### config.mk
export PLATFORM = sky130hd
export DESIGN_NAME = frac_core_timer
export DESIGN_NICKNAME = d
export VERILOG_FILES = /design/src/rtl/frac_tmr_pkg.sv /design/src/rtl/tmr_cfg_regs.sv /design/src/rtl/tmr_phase_acc.sv /design/src/rtl/tmr_counter.sv /design/src/rtl/tmr_read_port.sv /design/src/rtl/frac_core_timer.sv
export SDC_FILE = /design/constraint.sdc
export NUM_CORES = 1
export LEC_CHECK = 0
export ABC_AREA = 1
export BUFFER_PORTS_ARGS = -buffer_cell sky130_fd_sc_hd__buf_2
export CORE_MARGIN = 4
export CORE_UTILIZATION = 31
export CTS_CLUSTER_SIZE = 20
export DETAILED_ROUTE_END_ITERATION = 16
export GPL_TIMING_DRIVEN = 0
export PLACE_DENSITY = 0.54
export SLEW_MARGIN = 30
export SYNTH_ARGS = -nofsm -noshare
export SYNTH_HDL_FRONTEND = slang
export SYNTH_SLANG_ARGS = --single-unit
export TNS_END_PERCENT = 100
### constraint.sdc
create_clock -name clk_i -period 9.68 [get_ports clk_i]
set_clock_uncertainty 0.2 [all_clocks]
set_input_delay 0.484 -clock clk_i [delete_from_list [all_inputs] [get_ports clk_i]]
set_output_delay 0.484 -clock clk_i [all_outputs]
set_load 0.02 [all_outputs]
### src/rtl/frac_tmr_pkg.sv
package frac_tmr_pkg;
  typedef enum logic [1:0] {
    REG_CTRL   = 2'd0,
    REG_PRESC  = 2'd1,
    REG_CNT_LO = 2'd2,
    REG_CNT_HI = 2'd3
  } reg_sel_e;

  localparam int CTRL_SRC_BIT  = 8;
  localparam int CTRL_STEP_BIT = 9;

  typedef struct packed {
    logic step2;
    logic alt_src;
  } ctrl_t;
endpackage

### src/rtl/tmr_cfg_regs.sv
module tmr_cfg_regs
  import frac_tmr_pkg::*;
#(
  parameter int DATA_W = 32
) (
  input  logic              clk_i,
  input  logic              rst_ni,
  input  logic              wr_en_i,
  input  logic [1:0]        addr_i,
  input  logic [DATA_W-1:0] wdata_i,
  output ctrl_t             ctrl_o,
  output logic [DATA_W-1:0] presc_o,
  output logic              presc_wr_o
);
  ctrl_t             ctrl_q;
  logic [DATA_W-1:0] presc_q;
  logic              ctrl_wr;

  assign ctrl_wr    = wr_en_i && (addr_i == REG_CTRL);
  assign presc_wr_o = wr_en_i && (addr_i == REG_PRESC);

  always_ff @(posedge clk_i or negedge rst_ni) begin
    if (!rst_ni) begin
      ctrl_q  <= '0;
      presc_q <= '0;
    end else begin
      if (ctrl_wr) begin
        ctrl_q.alt_src <= wdata_i[CTRL_SRC_BIT];
        ctrl_q.step2   <= wdata_i[CTRL_STEP_BIT];
      end
      if (presc_wr_o) presc_q <= wdata_i;
    end
  end

  assign ctrl_o  = ctrl_q;
  assign presc_o = presc_q;
endmodule

### src/rtl/tmr_phase_acc.sv
module tmr_phase_acc #(
  parameter int PRESC_W = 32
) (
  input  logic               clk_i,
  input  logic               rst_ni,
  input  logic               tick_i,
  input  logic               clr_i,
  input  logic [PRESC_W-1:0] presc_i,
  output logic [1:0]         units_o
);
  localparam int FRAC_W = PRESC_W - 1;

  logic [FRAC_W-1:0] frac_q;
  logic [PRESC_W:0]  sum;

  assign sum = {2'b00, frac_q} + {1'b0, presc_i};

  // whole steps crossed; a prescaler write drops the tick
  assign units_o = (tick_i && !clr_i) ? sum[PRESC_W:PRESC_W-1] : 2'd0;

  always_ff @(posedge clk_i or negedge rst_ni) begin
    if (!rst_ni)     frac_q <= '0;
    else if (clr_i)  frac_q <= '0;
    else if (tick_i) frac_q <= sum[FRAC_W-1:0];
  end

  AST_FRAC_CLR: assert property (@(posedge clk_i) disable iff (!rst_ni)
    clr_i |=> (frac_q == '0));
  AST_FRAC_IDLE: assert property (@(posedge clk_i) disable iff (!rst_ni)
    (!tick_i && !clr_i) |=> $stable(frac_q));
endmodule

### src/rtl/tmr_counter.sv
module tmr_counter #(
  parameter int CNT_W = 64
) (
  input  logic             clk_i,
  input  logic             rst_ni,
  input  logic [1:0]       units_i,
  input  logic             step2_i,
  output logic [CNT_W-1:0] cnt_o
);
  logic [CNT_W-1:0] cnt_q;
  logic [2:0]       delta;

  assign delta = step2_i ? {units_i, 1'b0} : {1'b0, units_i};

  always_ff @(posedge clk_i or negedge rst_ni) begin
    if (!rst_ni) cnt_q <= '0;
    else         cnt_q <= cnt_q + {{(CNT_W-3){1'b0}}, delta};
  end

  assign cnt_o = cnt_q;

  AST_STEP2_PARITY: assert property (@(posedge clk_i) disable iff (!rst_ni)
    step2_i |=> (cnt_q[0] == $past(cnt_q[0])));
endmodule

### src/rtl/tmr_read_port.sv
module tmr_read_port
  import frac_tmr_pkg::*;
#(
  parameter int CNT_W  = 64,
  parameter int LO_W   = 32,
  parameter int DATA_W = 32
) (
  input  logic              clk_i,
  input  logic              rst_ni,
  input  logic              rd_en_i,
  input  logic [1:0]        addr_i,
  input  ctrl_t             ctrl_i,
  input  logic [DATA_W-1:0] presc_i,
  input  logic [CNT_W-1:0]  cnt_i,
  output logic [DATA_W-1:0] rdata_o
);
  localparam int HI_W = CNT_W - LO_W;

  logic [HI_W-1:0]   hi_q;
  logic              lo_rd;
  logic [DATA_W-1:0] ctrl_word;

  assign lo_rd = rd_en_i && (addr_i == REG_CNT_LO);

  always_ff @(posedge clk_i or negedge rst_ni) begin
    if (!rst_ni)    hi_q <= '0;
    else if (lo_rd) hi_q <= cnt_i[CNT_W-1:LO_W];
  end

  always_comb begin
    ctrl_word                = '0;
    ctrl_word[CTRL_SRC_BIT]  = ctrl_i.alt_src;
    ctrl_word[CTRL_STEP_BIT] = ctrl_i.step2;
  end

  always_comb begin
    rdata_o = '0;
    if (rd_en_i) begin
      unique case (reg_sel_e'(addr_i))
        REG_CTRL:   rdata_o = ctrl_word;
        REG_PRESC:  rdata_o = presc_i;
        REG_CNT_LO: rdata_o = DATA_W'(cnt_i[LO_W-1:0]);
        REG_CNT_HI: rdata_o = DATA_W'(hi_q);
        default:    rdata_o = '0;
      endcase
    end
  end

  AST_HI_HOLD: assert property (@(posedge clk_i) disable iff (!rst_ni)
    !lo_rd |=> $stable(hi_q));
  AST_IDLE_ZERO: assert property (@(posedge clk_i) disable iff (!rst_ni)
    !rd_en_i |-> (rdata_o == '0));
endmodule

### src/rtl/frac_core_timer.sv
module frac_core_timer
  import frac_tmr_pkg::*;
#(
  parameter int CNT_W  = 64,
  parameter int LO_W   = 32,
  parameter int DATA_W = 32
) (
  input  logic              clk_i,
  input  logic              rst_ni,
  input  logic              ref_tick_i,
  input  logic              alt_tick_i,
  input  logic              wr_en_i,
  input  logic              rd_en_i,
  input  logic [1:0]        addr_i,
  input  logic [DATA_W-1:0] wdata_i,
  output logic [DATA_W-1:0] rdata_o
);
  ctrl_t             ctrl;
  logic [DATA_W-1:0] presc;
  logic              presc_wr;
  logic              tick_sel;
  logic [1:0]        units;
  logic [CNT_W-1:0]  cnt;

  tmr_cfg_regs #(.DATA_W(DATA_W)) i_cfg (
    .clk_i      (clk_i),
    .rst_ni     (rst_ni),
    .wr_en_i    (wr_en_i),
    .addr_i     (addr_i),
    .wdata_i    (wdata_i),
    .ctrl_o     (ctrl),
    .presc_o    (presc),
    .presc_wr_o (presc_wr)
  );

  assign tick_sel = ctrl.alt_src ? alt_tick_i : ref_tick_i;

  tmr_phase_acc #(.PRESC_W(DATA_W)) i_acc (
    .clk_i   (clk_i),
    .rst_ni  (rst_ni),
    .tick_i  (tick_sel),
    .clr_i   (presc_wr),
    .presc_i (presc),
    .units_o (units)
  );

  tmr_counter #(.CNT_W(CNT_W)) i_cnt (
    .clk_i   (clk_i),
    .rst_ni  (rst_ni),
    .units_i (units),
    .step2_i (ctrl.step2),
    .cnt_o   (cnt)
  );

  tmr_read_port #(.CNT_W(CNT_W), .LO_W(LO_W), .DATA_W(DATA_W)) i_rd (
    .clk_i   (clk_i),
    .rst_ni  (rst_ni),
    .rd_en_i (rd_en_i),
    .addr_i  (addr_i),
    .ctrl_i  (ctrl),
    .presc_i (presc),
    .cnt_i   (cnt),
    .rdata_o (rdata_o)
  );

  AST_ZERO_PRESC: assert property (@(posedge clk_i) disable iff (!rst_ni)
    (presc == '0) |=> $stable(cnt));
  AST_UNSEL_SRC: assert property (@(posedge clk_i) disable iff (!rst_ni)
    ((ctrl.alt_src && !alt_tick_i) || (!ctrl.alt_src && !ref_tick_i)) |=> $stable(cnt));
endmodule

==> metrics, run 1 <==
worst hold path depth 3; NetSw approximately 0.99 mW; hold crit path type input port to flop; worst-path cell chain ha_1 > nand2_1 > inv_1 > a21oi_1 > nand2_1 > a21oi_1 > nand2_1 > nand2_1 > nand3_1 > nor2_1 > ha_1 > inv_1 > fa_1 > inv_1 > nand2_2 > a21oi_4 > nand2_2 > nor2_1 > nand3_1 > xor2_1; max cap viols 0; worst path required time just under 10000 ps; drt wl/cell approximately 17 microns; Worst Path Max Fanout 7; clock sink total 161; Rel. slew slack between 50% and 60%; Synth Instances 1432; Util after Layout a little over a third; H-tree depth 4; hold_buf cts 1; FF-to-FF path depth 20; slowest CP cell dfrtp_1; pwr dens just over 200 nW/um^2; #FFs+latches synth 161; register area share after synthesis about two fifths; post-cts gate resize count 0; top-area cell type share of the netlist area between 30% and 40%; Congestion Overflow GR 0; Syn Std Cell Area just over 10000 sq um; via count about 9400; nature of the critical path endpoint flop; Async S/R FF share, synth between 90% and 100%; RR Startpoint i_cfg.presc_o[22]; Critical Path Max Stage Delay 440 ps; dpl cell area between 10000 and 15000 sq um; I/O pin cnt between 70 and 80; crit-path leading delay family simple AND/OR/NAND/NOR gates; Worst Setup Start Kind flop; final hold slack 33.0 ps; Pleak about 6.4 nW; Primary FF master, synth dfrtp_1; gr usage total between 10% and 20%; Place WS approximately 5200 ps; Port Buffers 71; Clock Latency Late Sink between 400 and 500 ps; drt drc 0; setup TNS 0 ps; hpwl dp 27100 microns; Yosys top cell by area dfrtp_1; syn_nets approximately 1500; worst setup margin ~5200 ps; period utilization a little under half; Logic pwr share a little over a third; Pins Over Slew Limit 0; top post-synthesis cells by count nand2_1, inv_1, dfrtp_1; Hold Path Sink i_cfg.presc_o[29]; layout net count ~1600; Iter 0 DRT Violations around 550; Worst IR Drop VDD 0.000115 V; share of layout cells above drive strength 1 ~11%; worst-margin pin slew 643 ps; first-pass GRT wire length between 50000 and 60000 microns; critical path depth 20; crit path kind flop to flop; cell with the most instances after synthesis nand2_1; synthesis-to-layout area growth 15.3%; width of the die approximately 190 microns; top post-synthesis cells by area dfrtp_1, nand2_1, inv_1; postcts setup bufs 0; TritonCTS clock tree yes; internal power around 1.4 mW; post-layout total power roughly 2.4 mW; Die ar. about 36000 sq um; Unique masters post-synth 46; final non-filler cell total between 1500 and 2000; ant diodes 0; routed wire length between 30000 and 40000 microns; Final ANT Viol Nets 0; row count 66; RR Endpoint i_cnt.cnt_o[48]; clock buffer depth 2; Avg Inst Size Synth roughly 7.2 sq um; Sw Share approximately 41%; HP Start wdata_i[29]; vias in the first global route 9478; initial antenna violation count 0; WP data arrival about 4600 ps; R2R setup slack around 5200 ps; final estimated routing congestion in global placement ~0.96; Placed Cells 1947; core footprint roughly 33000 sq um; status finished clean; EDFF count, synth 0; largest net degree at the start of global routing 71; Finish-stage setup viols 0; Reg clk slew, reported paths 90 ps; sequential power share a little over a third; drt via density ~4.7; WP buf/inv 3; CP dominant cell by count nand2_1; FMAX between 200 and 250 MHz; clock root cell clkbuf_16; Finished Cell Area 11900 sq um; YS warnings 0; CTS Buf Count 17; starting density of the core 31.5%; Final min period between 4000 and 5000 ps; die span in y ~190 microns; final hold violations 0; clock share of power around 28%; RSZ-0062 raised after global routing no; Pre-antenna DRT Iters 5
[sequential cells by signal, indices dropped and copies added, names as in the netlist]
| name | cells |
|---|---|
| i_cnt.cnt_o | 64 |
| i_cfg.ctrl_o | 2 |
| i_cfg.presc_o | 32 |
| i_rd.hi_q | 32 |
| i_acc.frac_q | 31 |
[placed cells by master (no fill, tap or decap), types with 4 or more instances in the layout]
master and count:
nand4_1 25, nor2_4 6, inv_1 190, o21bai_1 4, nor3_2 10, xor2_1 55, nor2_1 95, nand2_2 7
a21oi_1 39, buf_2 77, clkbuf_1 19, o211ai_1 17, nand2_1 523, clkbuf_16 17, xnor2_1 18, nor2_2 6
dfrtp_1 161, clkinvlp_4 4, inv_8 4, nor3_1 21, o21ai_1 13, o21ai_0 46, nand3_1 71, ha_1 34
nand3b_1 9, mux2_2 8, clkinv_8 4, inv_2 11
[power by group through the flow]
stage                     sequential (mW)  clock, mW  combinational (mW)
final                               0.883      0.684               0.853
after global routing                0.896      0.726               0.970
after CTS                           0.881      0.696               0.854
after detailed placement            0.891          0               0.852
after global placement              0.892          0               0.836
after floorplan                     0.853          0               0.636
[cell families (layout without fill, tap and decap cells)]
group | after synthesis | count (layout) | synth area share, %
DFF | 161 | 161 | 39.2
adders and majority gates | 36 | 36 | 4.53
xor gates and xnor gates | 73 | 73 | 6.22
AOI/OAI and AO/OA | 132 | 132 | 7.40
buffers and inverters | 230 | 336 | 8.49
muxes | 9 | 9 | 0.974
and+or+nand+nor | 791 | 791 | 33.2
[final cells by class]
| class | instances | area, sq um |
|---|---|---|
| Fill cell | 3469 | 20800 |
| Multi-Input combinational cell | 1041 | 5380 |
| Sequential cell | 161 | 4030 |
| Inverter | 201 | 754 |
| Tap cell | 442 | 553 |
| Timing Repair Buffer | 74 | 430 |
| Clock buffer | 17 | 425 |
| Clock inverter | 15 | 166 |
| Buffer | 29 | 118 |
[worst register-to-register path, delay by kind of cell (launching register included)]
kind	cells	cell delay [ps]
and+or+nand+nor	10	1530
adders and majority gates	3	970
AOI/OAI and AO/OA	3	830
DFF	1	440
buffers and inverters	3	220
xor gates and xnor gates	1	180
[metal layers]
metal  track usage, %  vias to the layer above  part of all wire [%]
met2             32.1                      206                    49
met4             7.48                        0                   3.6
met3             2.48                       59                   3.7
li1                 -                     4701                     -
met5                0                        -                     0
met1             23.9                     4386                    44
[worst max-delay path by stage]
| stage | from | to |
|---|---|---|
| 5_1_grt | i_cfg.presc_o[21] | i_cnt.cnt_o[48] |
| 4_1_cts | i_cfg.presc_o[22] | i_cnt.cnt_o[48] |
| 2_1_floorplan | i_cfg.presc_o[0] | i_cnt.cnt_o[54] |
| 6_report | i_cfg.presc_o[22] | i_cnt.cnt_o[48] |
| 3_3_place_gp | i_cfg.presc_o[22] | i_cnt.cnt_o[48] |
| 3_5_place_dp | i_cfg.presc_o[22] | i_cnt.cnt_o[48] |
Note: power is estimated with default switching activity, not from simulation.
==> run 2, diff against run 1 <==
--- a/config.mk
+++ b/config.mk
@@ -12,7 +12,7 @@
 export CTS_CLUSTER_SIZE = 20
 export DETAILED_ROUTE_END_ITERATION = 16
 export GPL_TIMING_DRIVEN = 0
-export PLACE_DENSITY = 0.54
+export PLACE_DENSITY = 0.55
 export SLEW_MARGIN = 30
 export SYNTH_ARGS = -nofsm -noshare
 export SYNTH_HDL_FRONTEND = slang
==> constraint.sdc (replaced) <==
create_clock -name clk_i -period 3.92 [get_ports clk_i]
set_clock_uncertainty 0.2 [all_clocks]
set_input_delay 0.196 -clock clk_i [delete_from_list [all_inputs] [get_ports clk_i]]
set_output_delay 0.196 -clock clk_i [all_outputs]
set_load 0.02 [all_outputs]
==> run 2 against run 1 <==
Die area unchanged. Power increased to 2.8 times the previous value. Flip-flop and latch count unchanged. Critical endpoint is now i_cnt.cnt_o[62]. Largest power group is now combinational cells.
==> metrics, run 2 (synthesis results as in run 1) <==
status finished clean (unchanged); vias in the first global route 9876 (was 9478); largest net degree at the start of global routing 63 (was 71); crit path kind flop to flop (unchanged); starting density of the core 31.5% (unchanged); drt via density 4.74 (was 4.72); Clock Latency Late Sink 440 ps (was 450 ps); gr usage total 19.2% (was 18.7%); initial antenna violation count 0 (unchanged); Worst Path Max Fanout 5 (was 7); Port Buffers 71 (unchanged); worst path required time 4050 ps (was 9800 ps); ant diodes 0 (unchanged); synthesis-to-layout area growth 27.9% (was 15.3%); Final ANT Viol Nets 0 (unchanged); # fillers 3390 (was 3469); H-tree depth 4 (unchanged); Util after Layout 40.3% (was 36.3%); Rel. slew slack 52.7% (was 57.1%); hpwl dp 27000 microns (was 27100 microns); Die ar. 36100 sq um (unchanged); worst setup margin 132 ps (was 5200 ps); first-pass GRT wire length 53800 microns (was 52100 microns); I/O pin cnt 72 (unchanged); Worst IR Drop VDD 0.000264 V (was 0.000115 V); drt wl/cell 16.7 microns (was 16.8 microns); Congestion Overflow GR 0 (unchanged); Pins Over Slew Limit 0 (unchanged); clock root cell clkbuf_16 (unchanged); clock buffer depth 2 (unchanged); period utilization 96.6% (was 46.3%); nature of the critical path endpoint flop (unchanged); worst-margin pin slew 710 ps (was 643 ps); row count 66 (unchanged); core footprint 32600 sq um (unchanged); via count 9733 (was 9352); die span in y 190 microns (unchanged); Pleak 6.82 nW (was 6.41 nW); Place WS -506 ps (was 5230 ps); pwr dens 509 nW/um^2 (was 204 nW/um^2); max FFs per register 64 (unchanged); Finished Cell Area 13100 sq um (was 11900 sq um); width of the die 190 microns (unchanged); Pre-antenna DRT Iters 6 (was 5); Worst Setup Start Kind flop (unchanged); final hold violations 0 (unchanged); layout net count 1675 (was 1601); routed wire length 34400 microns (was 33200 microns); dpl cell area 11300 sq um (unchanged); share of layout cells above drive strength 1 19.3% (was 11.1%); CTS Buf Count 17 (unchanged); commonest non-fill, non-tap cell in the layout nand2_1 (unchanged); Storage cell area 4060 sq um (was 4030 sq um); Final min period 3790 ps (was 4480 ps); TritonCTS clock tree yes (unchanged); final estimated routing congestion in global placement 0.943 (was 0.964); clock sink total 161 (unchanged); most frequent cells in the layout nand2_1, inv_1, dfrtp_1 (unchanged); multi-input logic area 6000 sq um (was 5380 sq um); drt drc 0 (unchanged); FMAX 264 MHz (was 223 MHz); Iter 0 DRT Violations 614 (was 547); Reg clk slew, reported paths 70 ps (was 90 ps); setup TNS 0 ps (unchanged); max cap viols 0 (unchanged); hold crit path type input port to asynchronous set/reset pin (was input port to flop); WP data arrival 3910 ps (was 4600 ps); Finish-stage setup viols 0 (unchanged)
[run 2: changes by cell type in the layout (fill, tap and decap cells not counted), moves of 21 or more]
| cell | delta |
|---|---|
| buf_4 | +39 |
| dfrtp_1 | -21 |
| dfrtp_2 | +21 |
| dlygate4sd3_1 | +34 |
| ha_1 | -32 |
| ha_4 | +29 |
| nand2_1 | -25 |
[run 2: path summary, 6_finish.rpt]
check                                      from               end  slack [ps]  cells after the start
worst min register to register  i_cnt.cnt_o[19]   i_cnt.cnt_o[19]         290                      1
min in group clk_i                      wr_en_i  i_cfg.presc_o[8]          20                      4
max in group asynchronous                rst_ni   i_cnt.cnt_o[56]        2540                      4
worst max register to register  i_acc.frac_q[0]   i_cnt.cnt_o[62]         130                     23
worst min-delay path                     rst_ni   i_acc.frac_q[4]          20                      2
worst max-delay path            i_acc.frac_q[0]   i_cnt.cnt_o[62]         130                     23
[run 2: metal layers]
metal	share of wire, %	track usage [%]	wire length [microns]	vias to the layer above
met2	50	33.8	17100	210
met3	4.1	2.59	1400	56
met4	3.1	6.59	1060	0
met5	0	0	0	-
li1	-	-	-	4852
met1	43	24.2	14900	4615
[run 2: metrics by stage]
step                      instances  total power, mW  hold WS [ps]
after floorplan                1432             3.68          -300
after global placement         1945             4.27           194
after detailed placement       1947             4.31          -107
after CTS                      2037             6.45          11.8
after global routing           2054             7.14          49.1
final                          2054             6.69          18.1
[run 2: cell type report]
cell class	count	area share (%)
tap	442	4.21
inverter	201	5.74
buffer	29	0.895
multi-input combinational	1041	45.6
timing repair buffer	148	8.18
clock inverter	13	1.05
sequential	161	30.9
clock buffer	19	3.45
[run 2: critical path, cell delays in order, from the launching register on]
cell     delay (ps)
dfrtp_1         360
ha_2            180
inv_1            70
fa_2            430
o21ai_4         230
nand2_2          90
nand2_4          80
nand2_1          60
nand2_2          90
nand2_2          70
nand2_4          90
nand2_1          70
nand2_1          60
nand2_1          80
fa_2            370
inv_2            70
nand2_2          60
a21oi_4         180
nand2_4          90
nor2_4          130
nand2_4          80
nor2_4          170
nand4_1         160
xor2_1          200
[run 2: repair_timing]
item                                   CTS  global route
endpoints found under the hold margin  133             0
gates resized for setup                 67            59
pin swaps                               12            28
setup endpoints to repair               29            30
hold buffers                            35             0
setup buffers                           23            17
[run 2: where the power goes]
group / switching, mW / internal (mW)
combinational: 1.54 / 1.18
clock: 0.783 / 0.934
sequential: 0.312 / 1.95
